$ cat src/rtl/cdtc_pkg.sv
package cdtc_pkg;

  // Control levels picked out of the shared control word for one channel.
  typedef struct packed {
    logic start;
    logic upd;
    logic autoreload;
  } chan_lvl_t;

  // Edge events derived from the control levels.
  typedef struct packed {
    logic upd_rise;
    logic start_rise;
    logic start_fall;
  } chan_evt_t;

  // Lowest control bit owned by a channel; channel 0 is packed at the bottom.
  function automatic int unsigned ctl_base(input int unsigned idx);
    return (idx == 0) ? 0 : (4 * idx + 4);
  endfunction

  // The last channel has no invert bit, so its auto-reload moves down by one.
  function automatic int unsigned ar_pos(input int unsigned idx, input int unsigned num);
    return ctl_base(idx) + ((idx == num - 1) ? 2 : 3);
  endfunction

  function automatic bit has_cmp(input int unsigned idx, input int unsigned num);
    return idx != (num - 1);
  endfunction

endpackage

$ cat src/rtl/cdtc_ctl_decode.sv
module cdtc_ctl_decode
  import cdtc_pkg::*;
#(
  parameter int unsigned CTRL_W   = 32,
  parameter int unsigned CHAN_IDX = 0,
  parameter int unsigned NUM_CHAN = 5
) (
  input  logic              clk,
  input  logic              rst_n,
  input  logic [CTRL_W-1:0] ctrl_word,
  output chan_lvl_t         lvl,
  output chan_evt_t         evt
);

  localparam int unsigned START_POS = ctl_base(CHAN_IDX);
  localparam int unsigned UPD_POS   = START_POS + 1;
  localparam int unsigned AR_POS    = ar_pos(CHAN_IDX, NUM_CHAN);

  logic start_prev_q;
  logic upd_prev_q;

  always_comb begin
    lvl.start      = ctrl_word[START_POS];
    lvl.upd        = ctrl_word[UPD_POS];
    lvl.autoreload = ctrl_word[AR_POS];
  end

  // Previous levels, so that start and update act on edges only.
  always_ff @(posedge clk or negedge rst_n) begin
    if (!rst_n) begin
      start_prev_q <= 1'b0;
      upd_prev_q   <= 1'b0;
    end else begin
      start_prev_q <= lvl.start;
      upd_prev_q   <= lvl.upd;
    end
  end

  always_comb begin
    evt.upd_rise   = lvl.upd & ~upd_prev_q;
    evt.start_rise = lvl.start & ~start_prev_q;
    evt.start_fall = ~lvl.start & start_prev_q;
  end

endmodule

$ cat src/rtl/cdtc_buffers.sv
module cdtc_buffers #(
  parameter int unsigned CNT_W   = 16,
  parameter bit          HAS_CMP = 1'b1
) (
  input  logic             clk,
  input  logic             rst_n,
  input  logic             wr_en,
  input  logic             wr_sel,
  input  logic [CNT_W-1:0] wr_data,
  output logic [CNT_W-1:0] cnt_buf,
  output logic [CNT_W-1:0] cmp_buf
);

  logic cnt_wr;
  assign cnt_wr = wr_en & ~wr_sel;

  always_ff @(posedge clk or negedge rst_n) begin
    if (!rst_n) cnt_buf <= '0;
    else if (cnt_wr) cnt_buf <= wr_data;
  end

  generate
    if (HAS_CMP) begin : g_cmp
      logic             cmp_wr;
      logic [CNT_W-1:0] cmp_q;
      assign cmp_wr = wr_en & wr_sel;
      always_ff @(posedge clk or negedge rst_n) begin
        if (!rst_n) cmp_q <= '0;
        else if (cmp_wr) cmp_q <= wr_data;
      end
      assign cmp_buf = cmp_q;
    end else begin : g_no_cmp
      assign cmp_buf = '0;
    end
  endgenerate

endmodule

$ cat src/rtl/cdtc_down_core.sv
module cdtc_down_core
  import cdtc_pkg::*;
#(
  parameter int unsigned CNT_W = 16
) (
  input  logic             clk,
  input  logic             rst_n,
  input  logic             tick_en,
  input  chan_lvl_t        lvl,
  input  chan_evt_t        evt,
  input  logic [CNT_W-1:0] cnt_buf,
  output logic [CNT_W-1:0] cnt_q,
  output logic             run_q,
  output logic             expire,
  output logic             stop_req
);

  function automatic logic [CNT_W-1:0] step_down(input logic [CNT_W-1:0] v);
    return v - {{(CNT_W-1){1'b0}}, 1'b1};
  endfunction

  logic             tick_live;
  logic             at_zero;
  logic             dec_step;
  logic             reload;
  logic [CNT_W-1:0] cnt_d;
  logic             run_d;

  // A tick counts only while running and not overridden by a load or halt.
  assign tick_live = run_q & tick_en & ~evt.upd_rise & ~evt.start_fall;
  assign at_zero   = (cnt_q == '0);
  assign expire    = tick_live & at_zero;
  assign dec_step  = tick_live & ~at_zero;
  assign reload    = expire & lvl.autoreload;
  assign stop_req  = expire & ~lvl.autoreload;

  always_comb begin
    cnt_d = cnt_q;
    if (evt.upd_rise)  cnt_d = cnt_buf;
    else if (reload)   cnt_d = cnt_buf;
    else if (dec_step) cnt_d = step_down(cnt_q);
  end

  always_comb begin
    run_d = run_q;
    if (evt.start_fall)      run_d = 1'b0;
    else if (evt.start_rise) run_d = 1'b1;
    else if (stop_req)       run_d = 1'b0;
  end

  always_ff @(posedge clk or negedge rst_n) begin
    if (!rst_n) begin
      cnt_q <= '0;
      run_q <= 1'b0;
    end else begin
      cnt_q <= cnt_d;
      run_q <= run_d;
    end
  end

endmodule

$ cat src/rtl/cdtc_channel.sv
module cdtc_channel
  import cdtc_pkg::*;
#(
  parameter int unsigned CNT_W    = 16,
  parameter int unsigned CTRL_W   = 32,
  parameter int unsigned NUM_CHAN = 5,
  parameter int unsigned CHAN_IDX = 0
) (
  input  logic              clk,
  input  logic              rst_n,
  input  logic              tick_en,
  input  logic [CTRL_W-1:0] ctrl_word,
  input  logic              buf_we,
  input  logic              buf_sel,
  input  logic [CNT_W-1:0]  buf_wdata,
  output logic [CNT_W-1:0]  live_cnt,
  output logic [CNT_W-1:0]  cnt_buf_q,
  output logic [CNT_W-1:0]  cmp_buf_q,
  output logic              expire_pulse,
  output logic              start_clr_req
);

  localparam bit CMP_PRESENT = has_cmp(CHAN_IDX, NUM_CHAN);

  chan_lvl_t lvl_w;
  chan_evt_t evt_w;

  // Named internal events, visible to the bound checker.
  logic run_w;
  logic upd_rise_w;
  logic start_fall_w;
  logic ar_w;

  cdtc_ctl_decode #(
    .CTRL_W  (CTRL_W),
    .CHAN_IDX(CHAN_IDX),
    .NUM_CHAN(NUM_CHAN)
  ) decode_i (
    .clk      (clk),
    .rst_n    (rst_n),
    .ctrl_word(ctrl_word),
    .lvl      (lvl_w),
    .evt      (evt_w)
  );

  cdtc_buffers #(
    .CNT_W  (CNT_W),
    .HAS_CMP(CMP_PRESENT)
  ) bufs_i (
    .clk    (clk),
    .rst_n  (rst_n),
    .wr_en  (buf_we),
    .wr_sel (buf_sel),
    .wr_data(buf_wdata),
    .cnt_buf(cnt_buf_q),
    .cmp_buf(cmp_buf_q)
  );

  cdtc_down_core #(
    .CNT_W(CNT_W)
  ) core_i (
    .clk     (clk),
    .rst_n   (rst_n),
    .tick_en (tick_en),
    .lvl     (lvl_w),
    .evt     (evt_w),
    .cnt_buf (cnt_buf_q),
    .cnt_q   (live_cnt),
    .run_q   (run_w),
    .expire  (expire_pulse),
    .stop_req(start_clr_req)
  );

  assign upd_rise_w   = evt_w.upd_rise;
  assign start_fall_w = evt_w.start_fall;
  assign ar_w         = lvl_w.autoreload;

endmodule

$ cat config.mk
export PLATFORM = sky130hd
export DESIGN_NAME = cdtc_channel
export DESIGN_NICKNAME = d
export VERILOG_FILES = /design/src/rtl/cdtc_pkg.sv /design/src/rtl/cdtc_ctl_decode.sv /design/src/rtl/cdtc_buffers.sv /design/src/rtl/cdtc_down_core.sv /design/src/rtl/cdtc_channel.sv
export SDC_FILE = /design/constraint.sdc
export NUM_CORES = 1
export LEC_CHECK = 0
export BUFFER_PORTS_ARGS = -buffer_cell sky130_fd_sc_hd__buf_2
export CAP_MARGIN = 20
export CORE_ASPECT_RATIO = 0.7
export CORE_MARGIN = 3
export CORE_UTILIZATION = 35
export CTS_CLUSTER_SIZE = 12
export DETAILED_ROUTE_END_ITERATION = 8
export PLACE_DENSITY = 0.59
export REMOVE_ABC_BUFFERS = 1
export SLEW_MARGIN = 25
export SYNTH_ARGS = -nofsm -noshare
export SYNTH_HDL_FRONTEND = slang
export SYNTH_SLANG_ARGS = --single-unit
export TNS_END_PERCENT = 10
$ cat constraint.sdc
create_clock -name clk -period 2.4 [get_ports clk]
set_input_delay 0.36 -clock clk [delete_from_list [all_inputs] [get_ports clk]]
set_output_delay 0.36 -clock clk [all_outputs]
set_load 0.005 [all_outputs]
# Word-level counts from Yosys, hierarchy flattened
# Index checks and enable logic that the tools add are counted.
# word_totals
out_inout_bits	50
elab_cells	36
input_bits	53
reg_bits	51
# op_classes
muxes	6
n_addsub	1
n_reduce_logical	3
bitwise_logic	20
# op_table
op	n
$mux 16	3
$logic_not 16->1	1
$sub 16x1->16 const B	1
$and 1x1->1	12
$not 1->1	8
$reduce_bool 3->1	2
$mux 1	3

# Longest topological paths before layout
# Gate-level depths: netlist (run 1).
# depth
depth_word	10
mapped_depth	8
ltp_nobuf	7

# Modules after synthesis
# From an unflattened synthesis (run 1), not the netlist that was laid out.
# unflattened
hier_cells	203
hier_area_um2	2426.1
# modules_own_cells
module	area_per_inst_um2	n_inst	seq_area_each_um2	cells_each
cdtc_buffers	1247.4	1	800.8	69
cdtc_down_core	1084.8	1	425.4	126
cdtc_ctl_decode	93.8	1	50.0	8

# Worst setup path after synthesis (run 1)
# No wires, ideal clock.
# synth_path
path_type	register -> register
from	register core_i.cnt_q[4]
to	register core_i.cnt_q[9]
path_stages_with_launch	7
arrival_time_ns	1.790
period_less_slack_ns	1.860
setup_slack_ns	0.540
setup_ns	0.069
required_time_ns	2.331
path_buffers	1
cell_sequence	dfrtp_1 > or4_4 > buf_6 > nor2_8 > nand3_4 > or4_1 > nand3_1
# synth_via
elab_chain_cells	5
word_cells_on_any_way	10
cone_classes	add/sub: 1; mux: 3; bitwise: 4; reduce/logical: 2
# synth_lines
item	line_no	rtl
start: declaration	cdtc_down_core.sv:12	output logic [CNT_W-1:0] cnt_q,
start signal: assignment	cdtc_down_core.sv:56	cnt_q <= cnt_d;
branches (longest 5 deep; another with $sub 16x1->16)	--	
# Parallel ways; which one is timed is not known. The select of a mux whose other input is x is not followed.
# A chain may end at the register's enable or synchronous reset.

# Worst setup path after layout (run 1)
# layout_path
from	register core_i.cnt_q[10]
to	output port start_clr_req
# layout_via
elab_chain_cells	3
# layout_lines
item	line_no	rtl
$logic_not 16->1	cdtc_down_core.sv:31	assign at_zero = (cnt_q == '0);
$and 1x1->1	cdtc_down_core.sv:32	assign expire = tick_live & at_zero;
$and 1x1->1	cdtc_down_core.sv:35	assign stop_req = expire & ~lvl.autoreload;
end: declaration	cdtc_channel.sv:20	output logic start_clr_req
# No other way between the ends.

==> impl_metrics.env, run 1 <==
export IMPL_yosys_warnings=0
export IMPL_drive_above_1_share_pct=45.3
export IMPL_critical_path_buf_inv_count=1
export IMPL_final_hold_viol_count=0
export IMPL_htree_num_levels=2
export IMPL_tightest_slew_ps=558
export IMPL_crit_type="flop to output pin"
export IMPL_worstPathArrival_ps=1860
export IMPL_antenna_found_initial=0
export IMPL_ios=103
export IMPL_syn_area_per_cell_um2=11.9
export IMPL_port_buffers=73
export IMPL_cpMaxStageDelayCell="dfrtp_1"
export IMPL_area_growth_pct=24.3
export IMPL_fin_setup_tns_ps=0
export IMPL_start_util_pct=37.6
export IMPL_ys_types=40
export IMPL_p_leak_nw=1.37
export IMPL_wire_per_inst_um=15.1
export IMPL_vias=1892
export IMPL_route_detailed_drc=0
export IMPL_nets=342
export IMPL_drtPass1Iterations=4
export IMPL_clk_latency_ps=300
export IMPL_cts_max_path_buffers=2
export IMPL_syn_inst=204
export IMPL_ys_ff_latch=51
export IMPL_outcome="completed"
export IMPL_fin_crit_ps=2220
export IMPL_finalMaxSlewViolations=0
export IMPL_postCtsHoldBufs=0
export IMPL_drt_iter0_markers=150
export IMPL_hold_path_class="input pin to async pin"
export IMPL_grt_setup_unrepaired="no"
export IMPL_cts_sinks=51
export IMPL_grt_pass1_vias=1845
export IMPL_cp_required_ps=2040
export IMPL_wl_um=5690
export IMPL_ant_nets=0
export IMPL_end_kind="output pin"
export IMPL_critPathMaxStageDelay_ps=470
export IMPL_gr_usage_all_layers_pct=14.9
export IMPL_fin_worst_skew_ps=6.83
export IMPL_grt_max_degree=29
export IMPL_setup_viol=0
export IMPL_gp_congestion=0.826
export IMPL_cts_buffers=5
export IMPL_cp_cell_sequence="nor4_4 -> nand4_1 -> nor3_1 -> buf_2"
export IMPL_synth_top_family_by_area="simple AND/OR/NAND/NOR gates"
export IMPL_dp_hpwl_um=4300
export IMPL_yosys_area_share_simple_pct=20.9
export IMPL_postLayoutCellArea_mm2=0.00302
export IMPL_max_freq_ghz=0.449
export IMPL_cts_setup_buffers=0
export IMPL_yosysSeqAreaShare_pct=52.6
export IMPL_fin_crit_sh_pct=92.7
export IMPL_total_power_w=0.00219
export IMPL_max_slew_margin_pct=62.8
export IMPL_fp_dieH_um=75.7
export IMPL_core_rowCount=24
export IMPL_synth_xor_area_share_pct=2.16
export IMPL_overflow=0
export IMPL_die_w_um=106
export IMPL_hold_ws_ps=35.9
export IMPL_cts_resized=0
export IMPL_antenna_cells=0
export IMPL_critPathTopFamily="simple AND/OR/NAND/NOR gates"
export IMPL_critPathMaxFanout=6
export IMPL_synthMuxAreaShare_pct=14.8
export IMPL_synth_area_mm2=0.00243
export IMPL_die_area_mm2=0.00799
export IMPL_peakVddDrop_mv=0.294
export IMPL_coreArea_mm2=0.00646
export IMPL_cts_tree="yes"
export IMPL_startpoint_type="flop"
export IMPL_cts_root_buf="clkbuf_8"
export IMPL_place_area_mm2=0.00295
export IMPL_grt_first_pass_wirelength_um=9380
export IMPL_clk_pin_slew_ps=90
export IMPL_viasPerCell=5.01
export IMPL_synthAdderAreaFrac_pct=0.515
export IMPL_synth_compound_area_share_pct=6.18
export IMPL_drv_cap=0
export IMPL_cellPowerDensity_mw_per_mm2=726
-- cell type report --
class / count / area [um^2]
Fill cell: 604 / 3440
Sequential cell: 51 / 1280
Multi-Input combinational cell: 143 / 1080
Timing Repair Buffer: 84 / 460
Tap cell: 91 / 114
Clock buffer: 6 / 72.6
Inverter: 3 / 11.3
-- power breakdown --
group | switching, W | total [W] | internal (W)
registers | 0.000146 | 0.00115 | 0.00100
logic | 0.000288 | 0.000582 | 0.000293
clock network | 0.000266 | 0.000461 | 0.000195
total | 0.000701 | 0.00219 | 0.00149
-- final timing paths --
kind	startpoint	to	slack (ps)	depth (start not counted)
min in group clk	ctrl_word[0]	decode_i.start_prev_q$_DFF_PN0_	190	1
max	core_i.cnt_q[10]$_DFFE_PN0P_	start_clr_req	180	4
min reg2reg	decode_i.start_prev_q$_DFF_PN0_	core_i.run_q$_DFFE_PN0P_	470	1
min	rst_n	bufs_i.cmp_buf[4]$_DFFE_PN0P_	40	1
max reg2reg	core_i.cnt_q[10]$_DFFE_PN0P_	core_i.cnt_q[2]$_DFFE_PN0P_	360	6
max in group asynchronous	rst_n	core_i.cnt_q[7]$_DFFE_PN0P_	1810	2
-- synth_stat cells (all sizes together) --
master	number	area (um^2)
dfrtp	51	1280
mux2	32	360
nand2	20	75.1
nand3	12	72.6
nor2	11	57.6
o21ai	8	40.0
nand4	7	43.8
nor3	7	46.3
nor4	6	67.6
o211ai	6	45.0
xor2	6	52.6
or4	4	33.8
and2b	3	27.5
buf	3	27.5
clkbuf	3	11.3
inv	3	11.3
nand2b	3	18.8
nor2b	2	12.5
o311ai	2	17.5
or3	2	12.5
a21oi	1	5.00
a2bb2oi	1	8.76
a32oi	1	8.76
a41o	1	10.0
a41oi	1	8.76
and3	1	6.26
and4	1	8.76
bufbuf	1	18.8
ha	1	12.5
nand3b	1	7.51
nand4b	1	8.76
nor4b	1	8.76
o22ai	1	6.26
-- worst reg2reg max path: stages (launching register included) --
cell      delay, ps
dfrtp_1         470
nor4_4          440
and4_1          270
a41o_1          400
buf_4           210
nand2_1          70
o211ai_1         90
-- cell families (layout without fill, tap and decap cells) --
family          after synthesis  after routing
mux                          32             32
flops                        51             51
simple gates                 82             82
xor+xnor                      6              6
buf+inv                      10             93
compound gates               22             22
fa+ha+maj                     1              1
-- routing by layer --
layer | vias to the layer above | global-route usage (%) | share of wire (%)
met5 | - | 0 | 0
met4 | 0 | 3.88 | 0.86
met3 | 5 | 3.81 | 8.5
met2 | 80 | 22.2 | 41
met1 | 889 | 21.9 | 50
li1 | 918 | - | -
-- registers in the layout, indices dropped and copies added, names as in the netlist --
signal                 cells
core_i.run_q               1
decode_i.start_prev_q      1
core_i.cnt_q              16
decode_i.upd_prev_q        1
bufs_i.cnt_buf            16
bufs_i.cmp_buf            16
-- metrics by stage --
step | setup slack (ps) | utilization (%) | std cells
after CTS | 194 | 46.7 | 378
after detailed placement | 400 | 45.6 | 372
after floorplan | 576 | - | 197
after global routing | 73.8 | 46.7 | 378
after global placement | 416 | 45.6 | 372
final | 175 | 46.7 | 378
-- placed cells by master (no fill, tap or decap), types with 3 or more instances in the layout --
master and n:
buf_2 73, buf_4 10, clkbuf_8 5, dfrtp_1 51
inv_1 3, mux2_2 32, nand2_1 20, nand2b_1 3
nand3_1 11, nand4_1 7, nor2_1 10, nor3_1 6
nor4_1 4, o211ai_1 6, o21ai_0 8, or4_1 3
xor2_1 6
Note: power is estimated with default switching activity, not from simulation.
==> run 2, diff against run 1 <==
- clock period: 2.4 -> 2.2 ns (I/O delays scaled with it)
==> run 2 against run 1 <==
  * Power up 11%
  * Hold slack better by 120 ps
  * Register-to-register slack worse by 80 ps
  * Design area up 1.5%
  * Sequential power up 8%
  * Count of clock-buffer cells in the layout up 1
  * Critical path depth up 3
  * Die area unchanged
  * First-iteration DRC count down 34%
  * Flip-flop and latch count unchanged
  * Sequential share of layout area down 0.64 points
  * Clock skew down 2.2 ps
  * Largest cell class unchanged
==> impl_metrics.env, run 2 (synthesis results as in run 1) <==
export IMPL_drtPass1Iterations=4
export IMPL_cts_max_path_buffers=2
export IMPL_ant_nets=0
export IMPL_cts_buffers=5
export IMPL_coreArea_mm2=0.00646
export IMPL_die_w_um=106
export IMPL_grt_first_pass_wirelength_um=9380
export IMPL_dp_hpwl_um=4300
export IMPL_vias=1922
export IMPL_port_buffers=73
export IMPL_cts_sinks=51
export IMPL_start_util_pct=37.6
export IMPL_hold_path_class="input pin to flop"
export IMPL_core_rowCount=24
export IMPL_place_area_mm2=0.00294
export IMPL_peakVddDrop_mv=0.357
export IMPL_total_power_w=0.00243
export IMPL_viasPerCell=5.01
export IMPL_wl_um=5630
export IMPL_ios=103
export IMPL_finalMaxSlewViolations=0
export IMPL_clk_latency_ps=300
export IMPL_cellPowerDensity_mw_per_mm2=794
export IMPL_startpoint="core_i.cnt_q[0]$_DFFE_PN0P_"
export IMPL_fp_dieH_um=75.7
export IMPL_cp_required_ps=1870
export IMPL_postLayoutCellArea_mm2=0.00306
export IMPL_tightest_slew_ps=394
export IMPL_final_hold_viol_count=0
export IMPL_p_leak_nw=1.39
export IMPL_drive_above_1_share_pct=47.1
export IMPL_critPathMaxFanout=6
export IMPL_setup_viol=0
export IMPL_cts_tree="yes"
export IMPL_gp_congestion=0.853
export IMPL_final_cell_mix="73 x buf_2, 51 x dfrtp_1, 32 x mux2_2"
export IMPL_hp_start="ctrl_word[1]"
export IMPL_layout_cells_most_common="buf_2"
export IMPL_grt_max_degree=24
export IMPL_drt_iter0_markers=99
export IMPL_worstPathArrival_ps=1750
export IMPL_overflow=0
export IMPL_fin_crit_sh_pct=94.6
export IMPL_cts_root_buf="clkbuf_8"
export IMPL_outcome="completed"
export IMPL_area_growth_pct=26.2
export IMPL_max_slew_margin_pct=73.7
export IMPL_max_freq_ghz=0.480
export IMPL_antenna_cells=0
export IMPL_fin_setup_tns_ps=0
export IMPL_fin_worst_skew_ps=4.60
export IMPL_grt_setup_unrepaired="no"
export IMPL_wire_per_inst_um=14.7
export IMPL_route_detailed_drc=0
export IMPL_grt_pass1_vias=1856
export IMPL_rr_startpoint="core_i.cnt_q[0]$_DFFE_PN0P_"
export IMPL_fin_crit_ps=2080
export IMPL_nets=346
export IMPL_n_fill_cell=619
export IMPL_clk_pin_slew_ps=90
export IMPL_stdcell_count=384
export IMPL_drv_cap=0
export IMPL_crit_type="flop to output pin"
export IMPL_die_area_mm2=0.00799
export IMPL_gr_usage_all_layers_pct=15.0
export IMPL_antenna_found_initial=0
export IMPL_end_kind="output pin"
export IMPL_startpoint_type="flop"
export IMPL_htree_num_levels=2
export IMPL_dpl_cell_count=373
## run 2: worst paths after layout
path,end,slack (ps),cells after the start
setup / recovery,expire_pulse,120,7
hold / removal,decode_i.upd_prev_q$_DFF_PN0_,160,1
setup reg to reg,core_i.cnt_q[1]$_DFFE_PN0P_,280,8
hold reg to reg,core_i.run_q$_DFFE_PN0P_,460,1
max in group asynchronous,decode_i.start_prev_q$_DFF_PN0_,1290,3
min in group asynchronous,bufs_i.cmp_buf[4]$_DFFE_PN0P_,380,2
## run 2: final cells by class
class | count | area [um^2] | share of cell area [%]
Tap cell | 91 | 114 | 3.72
Sequential cell | 51 | 1280 | 41.6
Clock inverter | 1 | 5.00 | 0.163
Clock buffer | 7 | 76.3 | 2.49
Multi-Input combinational cell | 143 | 1100 | 35.9
Inverter | 3 | 11.3 | 0.367
Timing Repair Buffer | 88 | 480 | 15.7
## run 2: power by group
| part | internal, W | total (W) | leakage (nW) | switching (W) |
|---|---|---|---|---|
| clock network | 0.000224 | 0.000524 | 0.0422 | 0.000300 |
| registers | 0.00109 | 0.00124 | 0.608 | 0.000149 |
| logic | 0.000339 | 0.000666 | 0.737 | 0.000328 |
| total | 0.00166 | 0.00243 | 1.39 | 0.000777 |
## run 2: critical path: stages, from the launching register on
cell and delay, ps:
dfrtp_1 420, inv_1 100, ha_2 210, and2b_2 170
nand4_1 120, buf_4 210, nor2_1 110, buf_2 120
## run 2: through the flow
stage / worst slack, ps / hold WS, ps / util, %
3_3_place_gp: 234 / 175 / 45.5
3_5_place_dp: 188 / 174 / 45.5
4_1_cts: 37.8 / 152 / 47.0
2_1_floorplan: 376 / 34.4 / -
5_1_grt: 7.91 / 149 / 47.5
6_report: 118 / 160 / 47.5
## run 2: timing repair
item                       4_1_cts  5_1_grt
gates resized for setup          0        4
setup endpoints to repair        0        4
buffers inserted                 0        2
hold endpoints to repair         6        0
hold buffers                     1        0
## run 2: per-layer routing
metal	share of wire [%]	wire length [um]	GRT usage [%]	up-vias
li1	-	-	-	930
met3	7.7	434	3.73	2
met2	42	2350	22.5	67
met4	0.37	21	3.88	0
met1	50	2830	21.9	923
met5	0	0	0	-
